## config.mk

```make
export PLATFORM = sky130hd
export DESIGN_NAME = board_seq_top
export DESIGN_NICKNAME = d
export VERILOG_FILES = /design/src/rtl/board_seq_pkg.sv /design/src/rtl/seq_tick_gen.sv /design/src/rtl/seq_fsm.sv /design/src/rtl/seq_risc_port.sv /design/src/rtl/board_seq_top.sv
export SDC_FILE = /design/constraint.sdc
export NUM_CORES = 1
export LEC_CHECK = 0
export BUFFER_PORTS_ARGS = -buffer_cell sky130_fd_sc_hd__buf_2
export CAP_MARGIN = 10
export CORE_MARGIN = 2
export CORE_UTILIZATION = 35
export DETAILED_ROUTE_END_ITERATION = 8
export GPL_TIMING_DRIVEN = 0
export PLACE_DENSITY_LB_ADDON = 0.15
export SYNTH_ARGS = -nofsm -noshare
export SYNTH_HDL_FRONTEND = slang
export SYNTH_HIERARCHICAL = 1
export SYNTH_SLANG_ARGS = --single-unit
```

## constraint.sdc

```tcl
create_clock -name clk -period 6.9 [get_ports clk]
set_clock_uncertainty 0.15 [all_clocks]
set_input_delay 0.345 -clock clk [delete_from_list [all_inputs] [get_ports clk]]
set_output_delay 0.345 -clock clk [all_outputs]
set_load 0.005 [all_outputs]
```

## src/rtl/board_seq_pkg.sv

```systemverilog
package board_seq_pkg;

    typedef enum logic [2:0] {
        S_IDLE,
        S_SR_ON,
        S_SR_OFF,
        S_EE_ON,
        S_EE_OFF,
        S_RCLR,
        S_COLD,
        S_WARM
    } seq_state_e;

    typedef enum logic [1:0] {
        W_NONE,
        W_CLEAR,
        W_COLD,
        W_RUN
    } risc_op_e;

    typedef struct packed {
        logic busy;
        logic soft_rst;
        logic ee_reload;
    } pin_set_t;

    function automatic pin_set_t pins_for(seq_state_e s);
        pin_set_t p;
        p.busy      = (s != S_IDLE);
        p.soft_rst  = (s == S_SR_ON);
        p.ee_reload = (s == S_EE_ON);
        return p;
    endfunction

    function automatic seq_state_e follow(seq_state_e s);
        case (s)
            S_SR_ON:  return S_SR_OFF;
            S_SR_OFF: return S_EE_ON;
            S_EE_ON:  return S_EE_OFF;
            S_EE_OFF: return S_RCLR;
            S_COLD:   return S_WARM;
            default:  return S_IDLE;
        endcase
    endfunction

    function automatic risc_op_e op_for(seq_state_e s);
        case (s)
            S_RCLR:  return W_CLEAR;
            S_COLD:  return W_COLD;
            S_WARM:  return W_RUN;
            default: return W_NONE;
        endcase
    endfunction

endpackage

```

## src/rtl/seq_tick_gen.sv

```systemverilog
module seq_tick_gen #(
    parameter int TICK_CLKS = 100000
) (
    input  logic clk,
    input  logic rst,
    input  logic restart,
    output logic tick
);
    localparam int CW = (TICK_CLKS > 1) ? $clog2(TICK_CLKS) : 1;
    localparam logic [CW-1:0] LAST = CW'(TICK_CLKS - 1);

    logic [CW-1:0] cnt;

    assign tick = (cnt == LAST);

    always_ff @(posedge clk) begin
        if (rst || restart || tick) cnt <= '0;
        else                        cnt <= cnt + 1'b1;
    end

    // prescaler never passes the last clock of a tick
    p_tick_bound_r10: assert property (@(posedge clk) disable iff (rst)
        cnt <= LAST);

endmodule

```

## src/rtl/seq_fsm.sv

```systemverilog
module seq_fsm
    import board_seq_pkg::*;
#(
    parameter int SR_TICKS   = 1,
    parameter int EE_TICKS   = 1,
    parameter int COLD_TICKS = 2,
    parameter int WARM_TICKS = 10
) (
    input  logic       clk,
    input  logic       rst,
    input  logic       reset_req,
    input  logic       start_req,
    input  logic       tick,
    output seq_state_e state,
    output logic       move,
    output risc_op_e   op_launch,
    output logic       done
);
    localparam int M1   = (SR_TICKS > EE_TICKS) ? SR_TICKS : EE_TICKS;
    localparam int M2   = (COLD_TICKS > WARM_TICKS) ? COLD_TICKS : WARM_TICKS;
    localparam int MAXT = (M1 > M2) ? M1 : M2;
    localparam int TW   = (MAXT > 1) ? $clog2(MAXT) : 1;

    seq_state_e    nxt;
    logic [TW-1:0] tick_cnt;
    logic [TW-1:0] last_idx;
    logic          finish;

    function automatic logic [TW-1:0] last_tick(seq_state_e s);
        case (s)
            S_SR_ON, S_SR_OFF: return TW'(SR_TICKS - 1);
            S_EE_ON, S_EE_OFF: return TW'(EE_TICKS - 1);
            S_COLD:            return TW'(COLD_TICKS - 1);
            S_WARM:            return TW'(WARM_TICKS - 1);
            default:           return '0;
        endcase
    endfunction

    assign last_idx = last_tick(state);

    always_comb begin
        nxt  = state;
        move = 1'b0;
        case (state)
            S_IDLE: begin
                if (reset_req) begin
                    nxt  = S_SR_ON;
                    move = 1'b1;
                end else if (start_req) begin
                    nxt  = S_COLD;
                    move = 1'b1;
                end
            end
            S_RCLR: begin
                nxt  = S_IDLE;
                move = 1'b1;
            end
            default: begin
                if (tick && tick_cnt == last_idx) begin
                    nxt  = follow(state);
                    move = 1'b1;
                end
            end
        endcase
    end

    assign finish    = move && (state == S_RCLR || state == S_WARM);
    assign op_launch = move ? op_for(nxt) : W_NONE;

    always_ff @(posedge clk) begin
        if (rst) begin
            state    <= S_IDLE;
            tick_cnt <= '0;
            done     <= 1'b0;
        end else begin
            state <= nxt;
            done  <= finish;
            if (move)      tick_cnt <= '0;
            else if (tick) tick_cnt <= tick_cnt + 1'b1;
        end
    end

    // reload pulse only ever follows the soft-reset low phase
    p_ee_order_r2: assert property (@(posedge clk) disable iff (rst)
        (state == S_EE_ON && $past(state) != S_EE_ON) |-> $past(state) == S_SR_OFF);

    // combined release only ever follows the cold-only step
    p_warm_order_r5: assert property (@(posedge clk) disable iff (rst)
        (state == S_WARM && $past(state) != S_WARM) |-> $past(state) == S_COLD);

    // a running step is left only when its hold expires
    p_hold_r8: assert property (@(posedge clk) disable iff (rst)
        (state != S_IDLE && !(tick && tick_cnt == last_idx) && state != S_RCLR)
        |=> state == $past(state));

endmodule

```

## src/rtl/seq_risc_port.sv

```systemverilog
module seq_risc_port
    import board_seq_pkg::*;
#(
    parameter int               DATA_W    = 32,
    parameter int               ADDR_W    = 8,
    parameter logic [ADDR_W-1:0] OFS_OLD  = 8'h20,
    parameter logic [ADDR_W-1:0] OFS_NEW  = 8'h40,
    parameter logic [DATA_W-1:0] COLD_MASK = 32'h1,
    parameter logic [DATA_W-1:0] WARM_MASK = 32'h2
) (
    input  logic              clk,
    input  logic              rst,
    input  risc_op_e          op,
    input  logic              board_rev,
    output logic              wr,
    output logic [ADDR_W-1:0] addr,
    output logic [DATA_W-1:0] data
);
    logic [DATA_W-1:0] value;

    always_comb begin
        case (op)
            W_COLD:  value = COLD_MASK;
            W_RUN:   value = COLD_MASK | WARM_MASK;
            default: value = '0;
        endcase
    end

    assign addr = board_rev ? OFS_NEW : OFS_OLD;

    always_ff @(posedge clk) begin
        if (rst) begin
            wr   <= 1'b0;
            data <= '0;
        end else begin
            wr <= (op != W_NONE);
            if (op != W_NONE) data <= value;
        end
    end

    // the write strobe is never longer than one cycle
    p_wr_oneshot_r6: assert property (@(posedge clk) disable iff (rst)
        wr |=> !wr);

    // a clear request lands as zero data
    p_clear_zero_r3: assert property (@(posedge clk) disable iff (rst)
        (op == W_CLEAR) |=> (wr && data == '0));

endmodule

```

## src/rtl/board_seq_top.sv

```systemverilog
module board_seq_top
    import board_seq_pkg::*;
#(
    parameter int                TICK_CLKS  = 100000,
    parameter int                SR_TICKS   = 1,
    parameter int                EE_TICKS   = 1,
    parameter int                COLD_TICKS = 2,
    parameter int                WARM_TICKS = 10,
    parameter int                DATA_W     = 32,
    parameter int                ADDR_W     = 8,
    parameter logic [ADDR_W-1:0] OFS_OLD    = 8'h20,
    parameter logic [ADDR_W-1:0] OFS_NEW    = 8'h40,
    parameter logic [DATA_W-1:0] COLD_MASK  = 32'h1,
    parameter logic [DATA_W-1:0] WARM_MASK  = 32'h2
) (
    input  logic              clk,
    input  logic              rst,
    input  logic              reset_req,
    input  logic              start_req,
    input  logic              board_rev,
    output logic              busy,
    output logic              done,
    output logic              soft_reset,
    output logic              eeprom_reload,
    output logic              risc_wr,
    output logic [ADDR_W-1:0] risc_addr,
    output logic [DATA_W-1:0] risc_ctrl
);
    seq_state_e state;
    logic       move;
    logic       tick;
    risc_op_e   op_launch;
    pin_set_t   pins;

    seq_tick_gen #(.TICK_CLKS(TICK_CLKS)) u_tick (
        .clk     (clk),
        .rst     (rst),
        .restart (move),
        .tick    (tick)
    );

    seq_fsm #(
        .SR_TICKS   (SR_TICKS),
        .EE_TICKS   (EE_TICKS),
        .COLD_TICKS (COLD_TICKS),
        .WARM_TICKS (WARM_TICKS)
    ) u_fsm (
        .clk       (clk),
        .rst       (rst),
        .reset_req (reset_req),
        .start_req (start_req),
        .tick      (tick),
        .state     (state),
        .move      (move),
        .op_launch (op_launch),
        .done      (done)
    );

    seq_risc_port #(
        .DATA_W    (DATA_W),
        .ADDR_W    (ADDR_W),
        .OFS_OLD   (OFS_OLD),
        .OFS_NEW   (OFS_NEW),
        .COLD_MASK (COLD_MASK),
        .WARM_MASK (WARM_MASK)
    ) u_port (
        .clk       (clk),
        .rst       (rst),
        .op        (op_launch),
        .board_rev (board_rev),
        .wr        (risc_wr),
        .addr      (risc_addr),
        .data      (risc_ctrl)
    );

    assign pins          = pins_for(state);
    assign busy          = pins.busy;
    assign soft_reset    = pins.soft_rst;
    assign eeprom_reload = pins.ee_reload;

    // the two bridge controls are never driven together
    p_mutex_r2: assert property (@(posedge clk) disable iff (rst)
        !(soft_reset && eeprom_reload));

    // done is a single pulse seen while idle
    p_done_pulse_r7: assert property (@(posedge clk) disable iff (rst)
        done |-> (!busy ##1 !done));

    // reset clears the control word and strobe
    p_reset_clear_r11: assert property (@(posedge clk)
        rst |=> (!risc_wr && risc_ctrl == '0 && !busy));

endmodule

```

# After elaboration in Yosys (flattened, before gate mapping)
# Index checks and enable logic that the tools add are counted.
# totals
wordCells	45
register_bits	58
in_bits	5
# op_classes
addsub	2
n_mux	14
n_reduce_logical	9
eq_ne	14
# ops
operator	count
$eq A3 B3 Y1 const B	7
$add A17 B1 Y17 const B	1
$eq A17 B17 Y1 const B	1
$pmux W3 S5	1
$mux W3	3
$pmux W4 S2	1
$mux W7	1
$eq A3 B2 Y1 const B	2
$pmux W2 S3	1
$pmux W3 S2	1
$add A4 B1 Y4 const B	1
$eq A2 B2 Y1 const B	2
$eq A4 B4 Y1	1
$pmux W2 S2	1
$eq A3 B1 Y1 const B	1
$logic_not A3 Y1	1
$logic_or A1 B1 Y1	3
$mux W1	3
$reduce_bool A3 Y1	1
$logic_and A1 B1 Y1	2
$mux W2	1
$pmux W1 S2	1
$reduce_bool A2 Y1	1
$reduce_or A2 Y1	1

# Depth between registers and ports, before layout
# depth
ltp_word	11
mapped_depth	11

# By module
# The synthesis kept the hierarchy.
# modules_own_cells
mod	cells_each	n_inst	seq_area_each_um2	area_each_um2
seq_tick_gen	89	1	340.3	800.8
seq_fsm	60	1	160.2	511.7
seq_risc_port	50	1	60.1	385.4
board_seq_top	3	1	0.0	23.8

# Worst setup path after synthesis
# OpenSTA, ideal clock, no wires.
# synth_timing
kind	reg2reg
startpoint	register u_tick.cnt[0]
endpoint	register u_port.data[1]
setup_ns	0.070
n_path_buf	0
period_less_slack_ns	3.065
t_arrival_ns	2.846
required_time_ns	6.680
setup_slack_ns	3.835
stages_incl_launch_ff	11
cell_sequence	dfxtp_1 -> ha_1 -> nand4_4 -> or2_4 -> nor3_1 -> o211a_4 -> o211ai_1 -> a222oi_1 -> nor2b_1 -> or3b_1 -> a21oi_1
# synth_between
elab_chain_len	9
word_cells_on_any_way	15
# synth_lines
element	line	source
start: declaration	seq_tick_gen.sv:12	logic [CW-1:0] cnt;
start signal: assignment	seq_tick_gen.sv:18	else cnt <= cnt + 1'b1;
$eq A17 B17 Y1 (*)	seq_tick_gen.sv:14	assign tick = (cnt == LAST);
net tick	board_seq_top.sv:31	logic tick;
$logic_and A1 B1 Y1 (*)	seq_fsm.sv:59	if (tick && tick_cnt == last_idx) begin
$mux W3	seq_fsm.sv:59	
$pmux W3 S2	seq_fsm.sv:44	case (state)
$eq A3 B3 Y1	board_seq_pkg.sv:47	case (s)
$pmux W2 S3	board_seq_pkg.sv:47	
$mux W2 (*)	seq_fsm.sv:68	assign op_launch = move ? op_for(nxt) : W_NONE;
net op_launch[1]	board_seq_top.sv:32	risc_op_e op_launch;
$eq A2 B2 Y1	seq_risc_port.sv:22	case (op)
$pmux W2 S2	seq_risc_port.sv:22	
end signal: assignment	seq_risc_port.sv:37	if (op != W_NONE) data <= value;
end: declaration	seq_risc_port.sv:17	output logic [DATA_W-1:0] data
# Mark *: on every way through the listed nets, which the timed path passes. The rest lies on a longest branch.
# A chain may end at the register's enable or synchronous reset.

# Worst setup path after layout
# Same ends and word-level chain as after synthesis.

==> qor.yml <==
outcome: "completed"
startpoint_type: "register"
cp-end-kind: "register"
crit_buf_inv: 0
gr-total-overflow: 0
synth_ff_type: "dfxtp_1"
leakagePower_nw: 0.892
cpMaxStageDelayCell: "nor3_1"
drtPass1Iterations: 4
rsz0062_at_grt: "false"
p_per_area_nw_per_um2: 172
fmax_ghz: 0.289
ys_seq_area_share_pct: 32.6
synthCells: 202
relSlewSlack_pct: 51.3
clockRootBuffer: "clkbuf_8"
syn_area_um2: 1720
start_util_pct: 36.5
vias: 1316
async_reset_ff_share_pct: 0
path_delay_family: "simple AND/OR/NAND/NOR gates"
synth_cell_types: 47
ioPinCount: 50
met1_length_um: 1340
yosysTopAreaCellShare_pct: 32.6
worst_pin_slew_ns: 0.725
fin_crit_ns: 3.46
final_core_util_pct: 43.5
die-area_um2: 5500
fin_setup_tns_ns: 0
core_um2: 4720
clock_latency_ns: 0.27
final_common_cell: "buf_4"
io_buffers: 13
met3RoutedLength_um: 137
cts_setup_buffers: 0
gp_congestion: 0.785
dpl.hpwl_um: 2170
grt_usage_pct: 10.7
cts-buffers-inserted: 3
ctsResizeCount: 0
pre_cts_slack_ns: 3.42
die_x_um: 74.1
synth-edff-count: 0
crit_chain: "ha_1 > nand4_4 > or2_4 > nor3_1 > o211a_4 > o211ai_1 > a222oi_1 > nor2b_1 > or3b_1 > a21oi_1"
period_share_pct: 50.1
drc: 0
yosysWarnings: 6
cap_violations: 0
hp-class: "input port to register"
clkTransAtPathRegs_ns: 0.09
slowest_delay_ns: 0.61
wl_um: 2870
finalMaxSlewViolations: 0
path_class: "register to register"
ant_nets: 0
antennaDiodeCount: 0
syn2layout_area_growth_pct: 19.5
clockBufferDepth: 2
viasPerCell: 4.10
postSynthAreaPerCell_um2: 8.52
dr_wl_met2_um: 1370
cts_tree: "built"
synth-seq-cells: 28
dieHeight_um: 74.1
drive_above_1_share_pct: 28.3
clock_sinks: 28
grt_pass1_vias: 1044
antenna_found_initial: 0
finalHoldViolCount: 0
fin_ws_ns: 3.44
setup_viol: 0
top_layer: "met4"
cts_hold_buf: 0
worstPathMaxFanout: 7
rows: 25
grt_max_degree: 16
final_cell_mix: "37 x buf_4, 36 x conb_1, 30 x nor2_1, 28 x dfxtp_1, 15 x buf_2"
h-tree-depth: 1
grt_first_pass_wirelength_um: 4690
critPathRequiredTime_ns: 6.96
wl_per_cell_um: 8.94
worst_hold_slack_ns: 0.186
drtIter0Drc: 55
synth.largest_area_cell: "dfxtp_1"
synthTopCellsByArea: "dfxtp_1 33%, buf_4 16%, xnor2_1 7.1%"
nets: 262
critPathArrivalTime_ns: 3.51
peakVddDrop_uv: 154
finalPower_mw: 0.353
fillCellCount: 476
[stage by stage]
stage / std cells / cell area, µm²
6_report: 321 / 2060
5_1_grt: 321 / 2060
4_1_cts: 321 / 2060
3_5_place_dp: 317 / 2000
3_3_place_gp: 317 / 2000
2_1_floorplan: 237 / 1850
[layer usage]
| metal | track usage (%) | vias to the layer above |
|---|---|---|
| met5 | 0 | - |
| met3 | 2.85 | 2 |
| met2 | 17.3 | 25 |
| met1 | 14.3 | 574 |
| li1 | - | 715 |
| met4 | 2.22 | 0 |
[registers in the layout, indices dropped and copies added, names as in the netlist]
name and count:
u_tick/cnt 17, u_port/wr 1, u_fsm/tick_cnt 4, u_fsm/done 1
u_fsm/state 3, u_port/data 2
[worst paths after layout]
check / slack [ns] / to / depth (start not counted) / start
setup / recovery: 3.44 / u_port/data[1]$_SDFFE_PP0P_ / 10 / u_tick/cnt[0]$_SDFF_PP0_
hold / removal: 0.19 / u_port/data[0]$_SDFFE_PP0P_ / 2 / rst
setup reg to reg: 3.44 / u_port/data[1]$_SDFFE_PP0P_ / 10 / u_tick/cnt[0]$_SDFF_PP0_
hold reg to reg: 0.33 / u_tick/cnt[0]$_SDFF_PP0_ / 1 / u_tick/cnt[0]$_SDFF_PP0_
[report_power, final]
group	leakage, nW	switching, mW	internal, mW
Combinational	0.637	0.0411	0.0399
Clock	0.0288	0.0488	0.0511
Sequential	0.226	0.00514	0.167
[worst register-to-register path: cells and delay by family (launching register included)]
family	cells	cell delay, ns
flip-flops	1	0.39
adder cells (fa/ha/maj)	1	0.29
AND/OR/NAND/NOR	5	1.61
AO/OA/AOI/OAI	4	0.94
[cell families (layout without fill, tap and decap cells)]
| logic type | after synthesis | after routing | synth area share, % |
|---|---|---|---|
| fa+ha+maj | 2 | 2 | 1.45 |
| mux | 2 | 2 | 1.16 |
| flops | 28 | 28 | 32.6 |
| xor+xnor | 19 | 19 | 9.67 |
| simple gates | 81 | 81 | 25.4 |
| other cells | 1 | 36 | 0.218 |
| compound gates | 19 | 19 | 9.45 |
| buf+inv | 50 | 67 | 20.1 |
[synth_stat cells, types with 2 or more instances]
master,n
o21ai_0,2
and2b_1,2
nand2_1,7
nand4_1,6
a21oi_1,5
mux2i_1,2
xor2_1,5
buf_2,2
nor4_1,8
buf_6,2
or3_1,2
xnor2_1,14
a22oi_1,2
ha_1,2
inv_1,8
nand3_1,6
nor3_1,5
nor2_1,30
buf_4,37
dfxtp_1,28
[area by class of cell]
class	count	area [µm²]	share of cell area, %
multi-input combinational	159	947	46.0
clock buffer	4	55.1	2.68
buffer	42	315	15.3
inverter	8	30.0	1.46
sequential	28	561	27.3
timing repair buffer	13	65.1	3.16
tap	67	83.8	4.08
No activity file was read; power rests on OpenSTA's default activity.
